**config.mk**
```make
export PLATFORM = sky130hd
export DESIGN_NAME = unaligned_load_merge
export DESIGN_NICKNAME = d
export VERILOG_FILES = /design/src/rtl/ulm_pkg.sv /design/src/rtl/ulm_offset.sv /design/src/rtl/ulm_shifter.sv /design/src/rtl/ulm_mask.sv /design/src/rtl/unaligned_load_merge.sv
export SDC_FILE = /design/constraint.sdc
export NUM_CORES = 1
export LEC_CHECK = 0
export ABC_AREA = 1
export BUFFER_PORTS_ARGS = -buffer_cell sky130_fd_sc_hd__buf_2
export CAP_MARGIN = 25
export CORE_MARGIN = 1
export CORE_UTILIZATION = 25
export DETAILED_ROUTE_END_ITERATION = 10
export GPL_TIMING_DRIVEN = 0
export PLACE_DENSITY = 0.49
export SLEW_MARGIN = 20
export SYNTH_ARGS = -nofsm -noshare
export SYNTH_HDL_FRONTEND = slang
export SYNTH_SLANG_ARGS = --single-unit
```
**constraint.sdc**
```tcl
create_clock -name clk -period 2.22 [get_ports clk]
set_clock_uncertainty 0.1 [all_clocks]
set_input_delay 0.333 -clock clk [delete_from_list [all_inputs] [get_ports clk]]
set_output_delay 0.333 -clock clk [all_outputs]
set_load 0.005 [all_outputs]
```
**src/rtl/ulm_pkg.sv**
```systemverilog
package ulm_pkg;

    // Width of the word-mode operand.
    localparam int WORD_W   = 32;
    localparam int WORD_SHW = $clog2(WORD_W);

    // Output-stage occupancy.
    typedef enum logic {
        ST_EMPTY = 1'b0,
        ST_FULL  = 1'b1
    } state_e;

    // Which half of the partial-load pair is executed.
    typedef enum logic {
        DIR_LEFT  = 1'b0,
        DIR_RIGHT = 1'b1
    } dir_e;

endpackage

```
**src/rtl/ulm_offset.sv**
```systemverilog
// Turns the low address bits into a bit shift count. The direction and
// byte order decide whether the byte offset is mirrored inside the lane.
module ulm_offset
    import ulm_pkg::*;
#(
    parameter int REG_W = 64,
    localparam int SHW   = $clog2(REG_W),
    localparam int OFS_W = SHW - 3
) (
    input  logic [OFS_W-1:0] addr_lo,
    input  dir_e             dir,
    input  logic             big_endian,
    input  logic             dword,
    output logic [SHW-1:0]   shamt
);

    logic [OFS_W-1:0] ofs;
    logic [OFS_W-1:0] lane_top;
    logic [OFS_W-1:0] eff;
    logic             mirror;

    generate
        if (REG_W > WORD_W) begin : g_wide
            // Word mode looks at bits 1:0 only; doubleword uses every offset bit.
            always_comb begin
                if (dword) begin
                    ofs      = addr_lo;
                    lane_top = '1;
                end else begin
                    ofs      = {{(OFS_W-2){1'b0}}, addr_lo[1:0]};
                    lane_top = OFS_W'(3);
                end
            end
        end else begin : g_narrow
            always_comb begin
                ofs      = addr_lo;
                lane_top = '1;
            end
        end
    endgenerate

    always_comb begin
        // Left mirrors for little-endian, right mirrors for big-endian.
        mirror = (dir == DIR_RIGHT) ? big_endian : !big_endian;
        eff    = mirror ? (ofs ^ lane_top) : ofs;
        shamt  = {eff, 3'b000};
    end

endmodule

```
**src/rtl/ulm_shifter.sv**
```systemverilog
// Moves the memory word into the byte lanes it occupies in the register.
module ulm_shifter
    import ulm_pkg::*;
#(
    parameter int REG_W = 64,
    localparam int SHW  = $clog2(REG_W)
) (
    input  logic [REG_W-1:0] mem,
    input  logic [SHW-1:0]   shamt,
    input  dir_e             dir,
    input  logic             dword,
    output logic [REG_W-1:0] shifted
);

    logic [REG_W-1:0] mem_src;

    generate
        if (REG_W > WORD_W) begin : g_wide
            // A word access behaves as an unsigned 32-bit read.
            always_comb begin
                if (dword) mem_src = mem;
                else       mem_src = {{(REG_W-WORD_W){1'b0}}, mem[WORD_W-1:0]};
            end
        end else begin : g_narrow
            always_comb mem_src = mem;
        end
    endgenerate

    always_comb begin
        if (dir == DIR_RIGHT) shifted = mem_src >> shamt;
        else                  shifted = mem_src << shamt;
    end

endmodule

```
**src/rtl/ulm_mask.sv**
```systemverilog
// Builds the mask of old-register bits that survive the merge. The mask is
// a run of ones from a fixed base word, shifted by the inverted shift count.
module ulm_mask
    import ulm_pkg::*;
#(
    parameter int REG_W = 64,
    localparam int SHW  = $clog2(REG_W)
) (
    input  logic [SHW-1:0]   shamt,
    input  dir_e             dir,
    input  logic             dword,
    output logic [REG_W-1:0] keep
);

    localparam logic [WORD_W-1:0] W_LEFT_BASE  = {1'b0, {(WORD_W-1){1'b1}}};
    localparam logic [WORD_W-1:0] W_RIGHT_BASE = {{(WORD_W-1){1'b1}}, 1'b0};

    logic [WORD_SHW-1:0] inv_w;
    logic [WORD_W-1:0]   keep_w;

    always_comb begin
        inv_w  = shamt[WORD_SHW-1:0] ^ WORD_SHW'(WORD_W-1);
        keep_w = (dir == DIR_RIGHT) ? (W_RIGHT_BASE << inv_w)
                                    : (W_LEFT_BASE >> inv_w);
    end

    generate
        if (REG_W > WORD_W) begin : g_wide
            localparam logic [REG_W-1:0] F_LEFT_BASE  = {1'b0, {(REG_W-1){1'b1}}};
            localparam logic [REG_W-1:0] F_RIGHT_BASE = {{(REG_W-1){1'b1}}, 1'b0};

            logic [SHW-1:0]   inv_f;
            logic [REG_W-1:0] keep_f;

            always_comb begin
                inv_f  = shamt ^ SHW'(REG_W-1);
                keep_f = (dir == DIR_RIGHT) ? (F_RIGHT_BASE << inv_f)
                                            : (F_LEFT_BASE >> inv_f);
                // Word mode keeps nothing above bit 31: the extension owns it.
                keep   = dword ? keep_f : {{(REG_W-WORD_W){1'b0}}, keep_w};
            end
        end else begin : g_narrow
            always_comb keep = keep_w;
        end
    endgenerate

endmodule

```
**src/rtl/unaligned_load_merge.sv**
```systemverilog
// Partial-word load merge: shifted memory bytes OR surviving register bytes,
// then word-mode extension, captured in one output register.
// REG_W is meant to be 32 or 64.
module unaligned_load_merge
    import ulm_pkg::*;
#(
    parameter int REG_W = 64,
    localparam int SHW   = $clog2(REG_W),
    localparam int OFS_W = SHW - 3
) (
    input  logic             clk,
    input  logic             rst_n,
    input  logic             in_valid,
    input  logic [OFS_W-1:0] in_ofs_addr,
    input  logic [REG_W-1:0] in_mem,
    input  logic [REG_W-1:0] in_old,
    input  logic             in_right,
    input  logic             in_big_endian,
    input  logic             in_dword,
    output logic             out_valid,
    output logic [REG_W-1:0] out_data
);

    dir_e             dir;
    logic             dword_eff;
    logic [SHW-1:0]   shamt;
    logic [REG_W-1:0] shifted;
    logic [REG_W-1:0] keep;
    logic [REG_W-1:0] merged;
    logic [REG_W-1:0] result;
    logic [REG_W-1:0] data_q;
    state_e           state_q;
    state_e           state_d;

    assign dir = in_right ? DIR_RIGHT : DIR_LEFT;

    generate
        if (REG_W > WORD_W) begin : g_dw
            assign dword_eff = in_dword;
        end else begin : g_nodw
            assign dword_eff = 1'b0;
        end
    endgenerate

    ulm_offset #(.REG_W(REG_W)) u_offset (
        .addr_lo    (in_ofs_addr),
        .dir        (dir),
        .big_endian (in_big_endian),
        .dword      (dword_eff),
        .shamt      (shamt)
    );

    ulm_shifter #(.REG_W(REG_W)) u_shifter (
        .mem     (in_mem),
        .shamt   (shamt),
        .dir     (dir),
        .dword   (dword_eff),
        .shifted (shifted)
    );

    ulm_mask #(.REG_W(REG_W)) u_mask (
        .shamt (shamt),
        .dir   (dir),
        .dword (dword_eff),
        .keep  (keep)
    );

    assign merged = shifted | (in_old & keep);

    // Word-mode extension: sign for left, zero for right.
    generate
        if (REG_W > WORD_W) begin : g_ext
            always_comb begin
                if (dword_eff)
                    result = merged;
                else if (dir == DIR_RIGHT)
                    result = {{(REG_W-WORD_W){1'b0}}, merged[WORD_W-1:0]};
                else
                    result = {{(REG_W-WORD_W){merged[WORD_W-1]}}, merged[WORD_W-1:0]};
            end
        end else begin : g_noext
            always_comb result = merged;
        end
    endgenerate

    // State register.
    always_ff @(posedge clk or negedge rst_n) begin
        if (!rst_n) state_q <= ST_EMPTY;
        else        state_q <= state_d;
    end

    // Next state: capture / refill / drain / idle.
    always_comb begin
        state_d = state_q;
        unique case (state_q)
            ST_EMPTY: if (in_valid)  state_d = ST_FULL;
            ST_FULL:  if (!in_valid) state_d = ST_EMPTY;
            default:                 state_d = ST_EMPTY;
        endcase
    end

    // Result register: loads only on a strobe.
    always_ff @(posedge clk or negedge rst_n) begin
        if (!rst_n)        data_q <= '0;
        else if (in_valid) data_q <= result;
    end

    // Outputs.
    always_comb begin
        out_valid = (state_q == ST_FULL);
        out_data  = data_q;
    end

    // ---------------- assertions ----------------

    // a strobe yields a valid result on the next cycle.
    p_strobe_valid_r2: assert property (@(posedge clk) disable iff (!rst_n)
        in_valid |=> out_valid);

    // no strobe means no valid and an unchanged result.
    p_idle_hold_r2: assert property (@(posedge clk) disable iff (!rst_n)
        !in_valid |=> (!out_valid && $stable(out_data)));

    // shifted memory bits never overlap the kept register bits.
    p_disjoint_r3: assert property (@(posedge clk) disable iff (!rst_n)
        (shifted & keep) == '0);

    generate
        if (REG_W > WORD_W) begin : g_ext_chk
            // a word left result is sign-extended from bit 31.
            p_sext_word_left_r5: assert property (@(posedge clk) disable iff (!rst_n)
                (in_valid && !in_dword && !in_right) |=>
                (out_data[REG_W-1:WORD_W] == {(REG_W-WORD_W){out_data[WORD_W-1]}}));

            // a word right result has zero upper bits.
            p_zext_word_right_r6: assert property (@(posedge clk) disable iff (!rst_n)
                (in_valid && !in_dword && in_right) |=>
                (out_data[REG_W-1:WORD_W] == '0));

            // a doubleword left access with zero effective offset returns memory.
            p_full_replace_r7: assert property (@(posedge clk) disable iff (!rst_n)
                (in_valid && in_dword && !in_right &&
                 ((in_ofs_addr ^ {OFS_W{!in_big_endian}}) == '0)) |=>
                (out_data == $past(in_mem)));
        end
    endgenerate

endmodule

```
Word-level counts from Yosys, hierarchy flattened
Cells that the tools add are included.
{"block": "word_totals", "reg_bits": 65, "out_inout_bits": 65}
{"block": "op_classes", "bitwise": 5, "mux": 13, "shift": 6, "n_reduce_logical": 1}
{"operator": "2-to-1 mux 64 bit", "count": 6}
{"operator": "AND 64 bit", "count": 1}
{"operator": "OR 64 bit", "count": 1}
{"operator": "left shift 64 x 6 -> 64 bit", "count": 1}
{"operator": "left shift 64 x 6 -> 64 bit, first input constant", "count": 1}
{"operator": "right shift 63 x 6 -> 64 bit, first input constant", "count": 1}
{"operator": "right shift 64 x 6 -> 64 bit", "count": 1}
{"operator": "2-to-1 mux 32 bit", "count": 1}
{"operator": "left shift 32 x 5 -> 32 bit, first input constant", "count": 1}
{"operator": "right shift 31 x 5 -> 32 bit, first input constant", "count": 1}
{"operator": "2-to-1 mux 3 bit", "count": 3}
{"operator": "inverter 6 bit", "count": 1}
{"operator": "inverter 5 bit", "count": 1}
{"operator": "2-to-1 mux 1 bit", "count": 3}
{"operator": "bitwise XOR 3 bit", "count": 1}
{"operator": "zero test 1 bit", "count": 1}

Logic depth before layout (Yosys ltp)
Gate-level depths: netlist of the first run.
{"block": "depth", "ltp_word": 11, "depth_mapped": 16}

Cells and area by module
Synthesis of the first run repeated with hierarchy kept, for this count alone.
{"block": "hier_totals", "cells_unflattened": 2590, "hier_area_um2": 13322.8}
{"module": "ulm_shifter", "instances": 1, "cells_per_inst": 1763, "area_each_um2": 8420.6}
{"module": "unaligned_load_merge", "instances": 1, "cells_per_inst": 443, "area_each_um2": 3244.4}
{"module": "ulm_mask", "instances": 1, "cells_per_inst": 361, "area_each_um2": 1547.7}
{"module": "ulm_offset", "instances": 1, "cells_per_inst": 23, "area_each_um2": 110.1}

Worst setup path after synthesis of the first run
OpenSTA, ideal clock, no wires.
{"block": "synth_timing", "path_type": "in2reg", "from": "input port in_big_endian", "to": "register data_q[35] (netlist: out_data[35])", "path_stages": 15, "slack_ns": 0.402, "t_required_ns": 2.000, "n_path_buf": 2, "arrival_time_ns": 1.598, "cell_sequence": "inv_1 nand2_4 nand2_2 nand2_2 nand2_2 nand3_1 and2_1 buf_6 nand2_1 nand2_1 nand2_2 nand2_4 inv_4 buf_6 a21oi_2"}
{"block": "synth_via", "elab_chain_len": 11, "elab_cells_between_ends": 19}
{"element": "start, declared", "line_no": "unaligned_load_merge.sv:18", "text": "input logic in_big_endian,"}
{"element": "zero test 1 bit", "line_no": "ulm_offset.sv:44", "text": "mirror = (dir == DIR_RIGHT) ? big_endian : !big_endian;"}
{"element": "2-to-1 mux 1 bit (*)", "line_no": "ulm_offset.sv:44"}
{"element": "2-to-1 mux 3 bit (*)", "line_no": "ulm_offset.sv:45", "text": "eff = mirror ? (ofs ^ lane_top) : ofs;"}
{"element": "inverter 6 bit (no line) / inverter 5 bit (equally long branches)"}
{"element": "right shift 63 x 6 -> 64 bit (tied with other cells)", "line_no": "ulm_mask.sv:38", "text": ": (F_LEFT_BASE >> inv_f);"}
{"element": "2-to-1 mux 64 bit / 2-to-1 mux 32 bit (equally long branches)", "line_no": "ulm_mask.sv:37, ulm_mask.sv:23"}
{"element": "2-to-1 mux 64 bit", "line_no": "ulm_mask.sv:40", "text": "keep = dword ? keep_f : {{(REG_W-WORD_W){1'b0}}, keep_w};"}
{"element": "AND 64 bit", "line_no": "unaligned_load_merge.sv:68", "text": "assign merged = shifted | (in_old & keep);"}
{"element": "OR 64 bit (*)", "line_no": "unaligned_load_merge.sv:68"}
{"element": "2-to-1 mux 64 bit", "line_no": "unaligned_load_merge.sv:76", "text": "else if (dir == DIR_RIGHT)"}
{"element": "2-to-1 mux 64 bit (*)", "line_no": "unaligned_load_merge.sv:74", "text": "if (dword_eff)"}
{"element": "end signal, assigned", "line_no": "unaligned_load_merge.sv:105", "text": "else if (in_valid) data_q <= result;"}
{"element": "end, declared", "line_no": "unaligned_load_merge.sv:31", "text": "logic [REG_W-1:0] data_q;"}
Every way passes the cells marked *; elsewhere a longest branch is shown, timed or not.
A chain may end at the register's enable or synchronous reset.

Worst setup path after layout of the first run
{"block": "layout_timing", "from": "input port in_right", "to": "register data_q[1] (netlist: out_data[1])"}
{"block": "layout_via", "elab_chain_len": 11, "elab_cells_between_ends": 19}
{"element": "start, declared", "line_no": "unaligned_load_merge.sv:17", "text": "input logic in_right,"}
{"element": "2-to-1 mux 1 bit (*)", "line_no": "unaligned_load_merge.sv:35", "text": "assign dir = in_right ? DIR_RIGHT : DIR_LEFT;"}
{"element": "2-to-1 mux 1 bit", "line_no": "ulm_offset.sv:44"}
{"element": "2-to-1 mux 3 bit", "line_no": "ulm_offset.sv:45"}
{"element": "inverter 6 bit (no line) / inverter 5 bit (equally long branches)"}
{"element": "right shift 63 x 6 -> 64 bit (tied with other cells)", "line_no": "ulm_mask.sv:38"}
{"element": "2-to-1 mux 64 bit / 2-to-1 mux 32 bit (equally long branches)", "line_no": "ulm_mask.sv:37, ulm_mask.sv:23"}
{"element": "2-to-1 mux 64 bit", "line_no": "ulm_mask.sv:40"}
{"element": "AND 64 bit", "line_no": "unaligned_load_merge.sv:68"}
{"element": "OR 64 bit (*)", "line_no": "unaligned_load_merge.sv:68"}
{"element": "2-to-1 mux 64 bit", "line_no": "unaligned_load_merge.sv:76"}
{"element": "2-to-1 mux 64 bit (*)", "line_no": "unaligned_load_merge.sv:74"}
Marks and branches as above.

==> results of run 1 <==
## synthesized netlist by cell type
library cell / instances / area [sq um]
a21oi_1: 38 / 190
a21oi_2: 21 / 184
a31oi_1: 8 / 50.1
a31oi_2: 1 / 12.5
a41oi_1: 3 / 26.3
and2_1: 1 / 6.26
buf_1: 9 / 33.8
buf_2: 34 / 170
buf_4: 11 / 82.6
buf_6: 4 / 45.0
clkbuf_1: 22 / 82.6
clkinv_1: 2 / 7.51
clkinv_2: 1 / 5.00
dfrtp_1: 65 / 1630
inv_1: 76 / 285
inv_2: 5 / 18.8
inv_4: 1 / 6.26
nand2_1: 553 / 2080
nand2_2: 8 / 50.1
nand2_4: 3 / 33.8
nand3_1: 267 / 1340
nand3_2: 1 / 10.0
nand4_1: 13 / 81.3
nor2_1: 92 / 345
nor2_2: 3 / 18.8
nor3_1: 2 / 10.0
o2111ai_1: 1 / 8.76
o211a_1: 3 / 30.0
o211ai_1: 6 / 45.0
o21ai_0: 19 / 95.1
o21ai_1: 6 / 30.0
o21ai_2: 1 / 8.76
or2_2: 10 / 62.6
## where the power goes
group	switching (mW)	total, mW	internal (mW)	leakage [nW]
clock	0.701	1.81	1.11	0.171
sequential	0.0904	1.45	1.36	0.761
combinational	1.76	2.56	0.798	4.12
## through the flow
step / hold WS (ps) / setup WS (ps) / utilization (%) / TNS [ps] / power, mW
after floorplan: -62.6 / 402 / - / 0 / 2.80
after global placement: 356 / -755 / 30.8 / -29290 / 3.92
after detailed placement: 126 / -754 / 30.9 / -30050 / 3.92
after CTS: 172 / 0.0482 / 32.4 / 0 / 5.75
after global routing: 192 / -23.0 / 32.7 / -55.6 / 6.08
final: 166 / 1.02 / 32.8 / 0 / 5.83
## worst min-delay path, stage by stage
cell and delay [ps]:
buf_2 100, nand2_1 50, a41oi_1 100
## worst min-delay path by stage
| stage | from | end | slack (ps) | cells past startpoint |
|---|---|---|---|---|
| global placement | in_valid | out_valid | 360 | 1 |
| detailed placement | rst_n | out_data[30] | 130 | 1 |
| floorplan | rst_n | out_data[0] | -60 | 0 |
| global route | in_old[25] | out_data[25] | 190 | 3 |
| finish | in_old[30] | out_data[30] | 170 | 3 |
| CTS | in_old[30] | out_data[30] | 170 | 3 |
## metal layers
layer	up-vias	global-route usage [%]	routed length [um]
met5	-	0	0
met4	0	11.9	1660
met3	96	4.79	3660
met2	551	50.5	20300
met1	4755	44.1	20800
li1	4611	-	-
## final cells by class
cell class                      instances  area (sq um)
Antenna cell                            1          2.50
Buffer                                 80           488
Clock buffer                            9           225
Clock inverter                          7           125
Fill cell                            3317         18700
Inverter                               85           325
Multi-Input combinational cell       1060          4780
Sequential cell                        65          1630
Tap cell                              378           473
Timing Repair Buffer                  204          1060
## state kept, by name (all words and copies together) (netlist names)
| register | flops |
|---|---|
| out_valid | 1 |
| out_data | 64 |
## cell families after synthesis
| kind of cell | synth area share [%] |
|---|---|
| AND/OR/NAND/NOR | 57.0 |
| AO/OA/AOI/OAI | 9.62 |
| buffers and inverters | 10.4 |
| flip-flops | 23.0 |
## repair_timing
action,in CTS,in global routing
hold endpoints to repair,16,0
resized for setup,22,36
endpoints found under the setup margin,52,39
hold buffers,2,0
buffers inserted,0,0
==> run summary, run 1 <==
status = finished clean
Ys Warns = 0
sequential share of the synthesized area = 23.0%
vias in the first global route = 9,639
1st-pass router iterations = 6
routability cong. = 1.01
IO Pins = 202
Crit Path Class = in -> reg
most numerous cell on the critical path = inv_2
Final ANT Viol Nets = 0
placed instance count = 1,870
min Tclk post-route = 2220 ps
worst vdd ir = 0.000295 V
Layout Nets = 1,642
Final Instance Area = 9100 sq um
fmax = 0.451 GHz
largest net degree at the start of global routing = 51
H-tree lvl count = 3
clk sinks = 65
most frequent cells in the layout = nand2_1, nand3_1, buf_2
DRC Markers = 0
Initial Util = 25.5%
Clock Tree Root = clkbuf_16
Hold Violations, Final = 0
Bufs and invs on worst path = 4
worst r2r src = out_data[18]
Worst Setup EP = out_data[1]
wire length per cell = 24.6 um
Port-buffer cells = 201
maxcap violations = 0
Final Routed Wirelength = 46,400 um
Die Wd = 170 um
CP peak stage delay = 310 ps
flop and latch count out of synthesis = 65
Rel. slew slack = 25.7%
Post-Syn Area = 7070 sq um
Crit path required time = 2360 ps
grt total ovfl = 0
P&R area growth vs syn = 28.6%
Levels on crit path = 14
CP Launch Type = primary input
synthesized instance count = 1,290
Non-Filler Instances = 1,889
Core Box Area = 27,800 sq um
Pwr per Cell Area = 640 nW/um^2
CP Max Fanout = 9
Final HPWL DP = 36,700 um
Reg2Reg Setup Slack = 1270 ps
critical path arrival = 2360 ps
Area after DPL = 8580 sq um
initial antenna violation count = 0
critical-path cell list = buf_2, inv_2, nand2_4, nand3_1, nand2_4, nand2_2, inv_2, nand2_2, nand2_1, inv_2, nand2_1, o211ai_1, a21oi_2, nor2_1
period utilization = 100%
first-pass GRT wire length = 65,200 um
CTS tree = built
die height = 170 um
CP endpoint kind = register
Yosys cell types = 33
vias = 10,000
drt first-iter violations = 951
static leakage = 5.06 nW
R2R Path End = out_data[18]
clock tree buffer depth = 2
# rows = 61
area of the die = 29,000 sq um
delay-heaviest family, CP = simple AND/OR/NAND/NOR gates
Worst-Margin Slew = 1110 ps
CTS Buf Count = 9
crit path from = in_right
drt via density = 5.30
syn nets = 1,427
Syn Area/Cell = 5.48 sq um
Slowest-stage cell, CP = a21oi_2
endpoints failing setup = 0
Clock Pin Slew Worst Setup and Hold Paths = 70 ps
layout cells sized above 1 = 23.1%
leading cell type in the layout, fill and taps excluded = nand2_1
max-slew violation count = 0
Min-Delay Path Class = in -> reg
Overall Global Routing Usage = 32.1%
Skew-Pair Late Insertion Delay = 360 ps
Reg2Reg Depth = 3
RSZ-0062 raised after global routing = true
Note: power is estimated with default switching activity, not from simulation.
==> inputs of run 2 (changes only) <==
--- a/config.mk
+++ b/config.mk
@@ -11,8 +11,6 @@
 export CORE_MARGIN = 1
 export CORE_UTILIZATION = 25
 export DETAILED_ROUTE_END_ITERATION = 10
-export GPL_TIMING_DRIVEN = 0
-export PLACE_DENSITY = 0.49
 export SLEW_MARGIN = 20
 export SYNTH_ARGS = -nofsm -noshare
 export SYNTH_HDL_FRONTEND = slang
==> run 2 against run 1 <==
Non-clock buffer count grew 78. Clock power is 7% lower. Via count shrank 0.33%. Register-to-register slack got worse by 80 ps. Sequential power barely moved. Global-route usage shrank 6.0 points. Sequential share of layout area down 1.4 points. Sequential cell count is the same. Maximum frequency rose by 6.1%. Die area unchanged. Utilization rose by 2.9 points.
==> run summary, run 2 (synthesis gave the netlist of run 1 again) <==
Crit path required time = 2410 ps (+50 ps)
Area after DPL = 9550 sq um (+11%)
Pwr per Cell Area = 587 nW/um^2 (-8.4%)
Port-buffer cells = 201 (unchanged)
layout cells sized above 1 = 27.2% (+4.1 points)
DRC Markers = 0 (unchanged)
antenna diode count = 0 (-1)
Core Box Area = 27,800 sq um (unchanged)
Final HPWL DP = 29,500 um (-20%)
grt total ovfl = 0 (unchanged)
drt first-iter violations = 825 (-13%)
combinational share of power = 45.5% (+1.5 points)
Rel. slew slack = 66.0% (+40 points)
clock share of power = 29.1% (-2.0 points)
# rows = 61 (unchanged)
CTS Buf Count = 9 (unchanged)
Net Sw Frac = 40.8% (-3.0 points)
1st-pass router iterations = 6 (unchanged)
endpoints failing setup = 0 (unchanged)
leading cell type in the layout, fill and taps excluded = nand2_1
clk sinks = 65 (unchanged)
Min-Delay Path Class = in -> reg
largest net degree at the start of global routing = 66 (+29%)
most frequent cells in the layout = nand2_1, nand3_1, buf_2
worst vdd ir = 0.000372 V (+26%)
fmax = 0.478 GHz (+6.1%)
maxcap violations = 0 (unchanged)
first-pass GRT wire length = 56,300 um (-14%)
wire length per cell = 19.1 um (-22%)
FF/Latch Area = 1630 sq um (unchanged)
Skew-Pair Late Insertion Delay = 360 ps (about the same)
CP Max Fanout = 25 (+16)
Layout Nets = 1,720 (+4.8%)
postcts setup bufs = 0 (unchanged)
status = finished clean
routability cong. = 0.975 (-3.6%)
min Tclk post-route = 2090 ps (-127 ps)
sequential fraction of design power = 25.4% (+0.5 points)
grt peak-use layer = met2
fill count = 3,254 (-1.9%)
IO Pins = 202 (unchanged)
initial antenna violation count = 0 (unchanged)
Pwr Total = 5.80 mW (-0.40%)
H-tree lvl count = 3 (unchanged)
grt met2 use = 41.7% (-8.8 points)
RSZ-0062 raised after global routing = false
multi-input logic area = 4710 sq um (-1.4%)
Clock Tree Root = clkbuf_16
CTS tree = built
Final Instance Area = 9890 sq um (+8.7%)
max reg flops = 64 (unchanged)
P&R area growth vs syn = 39.8%
vias = 9,980 (-0.33%)
CP Launch Type = primary input
Clock Pin Slew Worst Setup and Hold Paths = 70 ps (about the same)
placed instance count = 1,949 (+4.2%)
vias in the first global route = 9,761 (+1.3%)
Final ANT Viol Nets = 0 (unchanged)
met3 Use GR = 4.19% (-0.60 points)
Final Routed Wirelength = 37,600 um (-19%)
area of the die = 29,000 sq um (unchanged)
met1 Use GR = 34.8% (-9.3 points)
clock tree buffer depth = 2 (unchanged)
Die Wd = 170 um (unchanged)
max-slew violation count = 0 (unchanged)
drt via density = 5.08 (-4.2%)
period utilization = 94.2% (-5.7 points)
CP endpoint kind = register
Initial Util = 25.5% (unchanged)
Non-Filler Instances = 1,966 (+4.1%)
die height = 170 um (unchanged)
Worst-Margin Slew = 510 ps (-604 ps)
static leakage = 5.54 nW (+9.6%)
sw power = 2.37 mW (-7.3%)
Overall Global Routing Usage = 26.1% (-6.0 points)
Final TNS setup = 0 ps (unchanged)
internal power = 3.44 mW (+5.0%)
Hold Violations, Final = 0 (unchanged)
Hold Worst Slack = 164 ps (-2.41 ps)
Crit Path Class = in -> reg
critical path arrival = 2280 ps (-80 ps)
==> run 2: timing repair <==
item	in CTS	in global routing
resized for setup	0	0
hold buffers	1	0
hold endpoints to repair	65	0
==> run 2: routing by layer <==
| layer | wire (um) | up-vias |
|---|---|---|
| met5 | 0 | - |
| met4 | 1380 | 0 |
| met3 | 3080 | 79 |
| met2 | 16700 | 522 |
| met1 | 16400 | 4627 |
| li1 | - | 4752 |
==> run 2: through the flow <==
stage / util [%] / worst slack [ps]
finish: 35.6 / 128
global route: 35.6 / 28.7
CTS: 35.6 / 173
detailed placement: 34.4 / -196
global placement: 34.4 / -123
floorplan: - / 402
==> run 2: final timing paths <==
path	startpoint	endpoint	slack (ps)	cells past startpoint
hold reg to reg	out_data[26]	out_data[26]	390	2
max in group asynchronous	rst_n	out_data[21]	1250	3
min in group asynchronous	rst_n	out_data[14]	430	3
hold / removal	in_old[29]	out_data[29]	160	3
setup reg to reg	out_data[19]	out_data[19]	1190	3
setup / recovery	in_big_endian	out_data[14]	130	15
==> run 2: worst max-delay path: stages <==
cell and delay, ps:
buf_2 110, inv_1 80, buf_4 130, nand2_1 60
nand3_1 80, nand2_2 170, buf_12 150, nand2_4 50
clkinv_2 80, buf_4 310, nand2_1 100, a31oi_1 340
buf_4 170, nor2_1 40, nor2_1 80
==> run 2: area by class of cell <==
type | count | area share [%]
tap | 378 | 4.78
timing repair buffer | 362 | 24.6
inverter | 85 | 3.26
multi-input combinational | 1060 | 47.6
clock buffer | 10 | 2.42
sequential | 65 | 16.4
clock inverter | 6 | 0.923
==> run 2: power groups by stage <==
stage | Clock, mW | Combinational [mW] | Sequential [mW]
floorplan | 0 | 1.31 | 1.49
global placement | 0 | 2.60 | 1.49
detailed placement | 0 | 2.60 | 1.50
CTS | 1.70 | 2.62 | 1.48
global route | 1.74 | 2.89 | 1.49
finish | 1.69 | 2.64 | 1.48
==> inputs of run 3 (changes only) <==
--- a/config.mk
+++ b/config.mk
@@ -10,8 +10,10 @@
 export CAP_MARGIN = 25
 export CORE_MARGIN = 1
 export CORE_UTILIZATION = 25
+export CTS_BUF_LIST = sky130_fd_sc_hd__clkbuf_4
 export DETAILED_ROUTE_END_ITERATION = 10
 export SLEW_MARGIN = 20
 export SYNTH_ARGS = -nofsm -noshare
 export SYNTH_HDL_FRONTEND = slang
+export SYNTH_HIERARCHICAL = 1
 export SYNTH_SLANG_ARGS = --single-unit
==> run 3 against run 2 <==
Utilization shrank 4.1 points. First-iteration DRC count rose to 3.0 times the previous value. Sequential cell count unchanged. Register-to-register slack gained 240 ps. Sequential power barely moved. Largest cell class unchanged. Highest routed layer is now met5.
==> run summary, run 3 <==
status = finished clean
combinational share of power = 68.3% (+23 points)
complex-gate fraction of the synthesized area = 7.47% (-2.2 points)
clock share of power = 12.1% (-17 points)
vias = 19,100 (+91%)
Post-Syn Area = 13,300 sq um (+88%)
worst vdd ir = 0.000205 V (-45%)
min Tclk post-route = 2120 ps (+25.9 ps)
Final HPWL DP = 57,700 um (+96%)
delay-heaviest family, CP = buffers and inverters
Ys Warns = 6 (+6)
vias in the first global route = 17,100 (+75%)
wire length per cell = 20.2 um (+5.8%)
Syn Area/Cell = 5.14 sq um (-6.2%)
grt total ovfl = 0 (unchanged)
endpoints failing setup = 0 (unchanged)
Pwr per Cell Area = 462 nW/um^2 (-21%)
Crit path required time = 2450 ps (+40 ps)
Synth top area share = 31.1% (+1.7 points)
initial antenna violation count = 1 (+1)
area leader, netlist = nand2_1
P&R area growth vs syn = 24.6%
CP Max Fanout = 28 (+12%)
Die Wd = 233 um (+37%)
Pwr Total = 7.68 mW (+32%)
critical-path cell list = buf_2, inv_1, nand2_1, buf_4, nand3b_1, nand2_4, inv_4, buf_12, buf_4, nand2_1, nand3_1, nand3_1, a21oi_2, buf_4, o21ai_1
Crit Path Class = in -> reg
Post-synth top cells = nand2_1, nand3_1, buf_2
# rows = 84 (+38%)
maxcap violations = 0 (unchanged)
Hold Worst Slack = 60.7 ps (-103 ps)
post-synthesis xor/xnor area fraction = 0% (unchanged)
first-pass GRT wire length = 105,000 um (+87%)
routability cong. = 1.07 (+9.2%)
Clock Pin Slew Worst Setup and Hold Paths = 130 ps (+60 ps)
period utilization = 95.4% (+1.2 points)
Layout Nets = 3,006 (+75%)
sequential share of the synthesized area = 12.2% (-11 points)
CP Launch Type = primary input
ys flop type = dfrtp_1
Clock Tree Root = clkbuf_4
clk sinks = 65 (unchanged)
synth top area cells = nand2_1, nand3_1, dfrtp_1, buf_2, nand3_2
antenna diode count = 0 (unchanged)
leading cell type in the layout, fill and taps excluded = nand2_1
count leader, synth = nand2_1
Final Routed Wirelength = 72,100 um (+92%)
Overall Global Routing Usage = 25.7% (-0.45 points)
Synth Area in Simple Gates = 69.0% (+12 points)
Yosys cell types = 41 (+24%)
main combinational cell family by area after synthesis = simple AND/OR/NAND/NOR gates
largest net degree at the start of global routing = 143 (+120%)
sw power = 4.02 mW (+70%)
CTS Buf Count = 9 (unchanged)
Core Box Area = 52,700 sq um (+90%)
IO Pins = 202 (unchanged)
die height = 233 um (+37%)
critical path arrival = 2350 ps (+70 ps)
drt first-iter violations = 2,439 (+200%)
Final ANT Viol Nets = 0 (unchanged)
drt via density = 5.35 (+5.4%)
area of the die = 54,200 sq um (+87%)
max reg flops = 64 (unchanged)
max-slew violation count = 0 (unchanged)
flop and latch count out of synthesis = 65 (unchanged)
Initial Util = 25.3% (-0.16 points)
H-tree lvl count = 3 (unchanged)
Final Core Density = 31.5% (-4.1 points)
CP peak stage delay = 250 ps (-90 ps)
Bufs and invs on worst path = 7 (unchanged)
sequential fraction of design power = 19.7% (-5.7 points)
synthesized instance count = 2,590 (+100%)
most numerous cell on the critical path = buf_4
postcts setup bufs = 0 (unchanged)
Post-synth EDFFs = 0 (unchanged)
internal power = 3.66 mW (+6.5%)
Hold Violations, Final = 0 (unchanged)
post-synthesis mux area share = 0% (unchanged)
fmax = 0.472 GHz (-1.2%)
most frequent cells in the layout = nand2_1, nand3_1, buf_4
static leakage = 9.14 nW (+65%)
1st-pass router iterations = 6 (unchanged)
Port-buffer cells = 201 (unchanged)
CP endpoint kind = register
clock tree buffer depth = 2 (unchanged)
Post-Synth Adder-Cell Area = 0% (unchanged)
Min-Delay Path Class = in -> reg
async set-reset flop share out of synthesis = 100% (unchanged)
CTS tree = built
DRC Markers = 0 (unchanged)
RSZ-0062 raised after global routing = true
Net Sw Frac = 52.3% (+12 points)
Final TNS setup = 0 ps (unchanged)
Skew-Pair Late Insertion Delay = 430 ps (+70 ps)
Slowest-stage cell, CP = a21oi_2
layout cells sized above 1 = 20.8% (-6.4 points)
-- run 3: cell count changes after synthesis, moves of 21 or more --
cell	change
nand2_1	+550
nand3_1	+507
buf_2	+63
o21ai_1	+48
nand3_2	+40
nor2_1	-38
o21ai_0	+30
nand2_2	+21
-- run 3: stage by stage --
| step | setup slack, ps | std cells | instance area, sq um |
|---|---|---|---|
| after CTS | 37.4 | 3559 | 16400 |
| after floorplan | 5.86 | 2592 | 13300 |
| after detailed placement | -403 | 3542 | 16300 |
| after global routing | -15.4 | 3562 | 16600 |
| after global placement | -397 | 3542 | 16300 |
| final | 102 | 3562 | 16600 |
-- run 3: routing by layer --
layer	share of wire (%)	track usage [%]	vias up
li1	-	-	9156
met1	42	33.5	8748
met2	45	40.8	962
met3	6.9	2.57	187
met4	6.9	15.0	2
met5	0.015	0	-
-- run 3: layout make-up --
type	count	area, sq um
clock inverters	7	85.1
repair buffers	463	3340
multi-input cells	2237	10300
clock buffers	9	67.6
fillers	6089	36000
flip-flops and latches	65	1630
inverters	93	359
well taps	688	861
-- run 3: final timing paths --
check / startpoint / end / slack, ps / cells past startpoint
max: in_right / out_data[8] / 100 / 15
min: in_old[12] / out_data[12] / 60 / 3
max reg2reg: out_data[31] / out_data[31] / 1430 / 2
min reg2reg: out_data[40] / out_data[40] / 390 / 2
max in group asynchronous: rst_n / out_data[41] / 1350 / 3
min in group asynchronous: rst_n / out_data[24] / 370 / 3
-- run 3: worst reg2reg max path, stage by stage, from the launching register on --
cell	delay, ps
dfrtp_1	430
nor2_1	90
a31oi_1	50
-- run 3: power groups by stage --
stage / Combinational (mW) / Clock [mW] / Sequential [mW]
6_report: 5.24 / 0.926 / 1.51
3_3_place_gp: 4.91 / 0 / 1.53
5_1_grt: 5.64 / 0.996 / 1.53
2_1_floorplan: 2.78 / 0 / 1.53
4_1_cts: 4.92 / 0.940 / 1.51
3_5_place_dp: 4.90 / 0 / 1.53
-- run 3: kinds of logic after synthesis --
logic type             after synthesis
buffers and inverters              290
AO/OA/AOI/OAI                      180
AND/OR/NAND/NOR                   2054
flip-flops                          65
other                                1
-- run 3: what timing repair did --
item / in CTS / in global routing
endpoints found under the setup margin: 0 / 37
gates resized for setup: 0 / 28
hold buffers: 1 / 0
endpoints found under the hold margin: 65 / 0
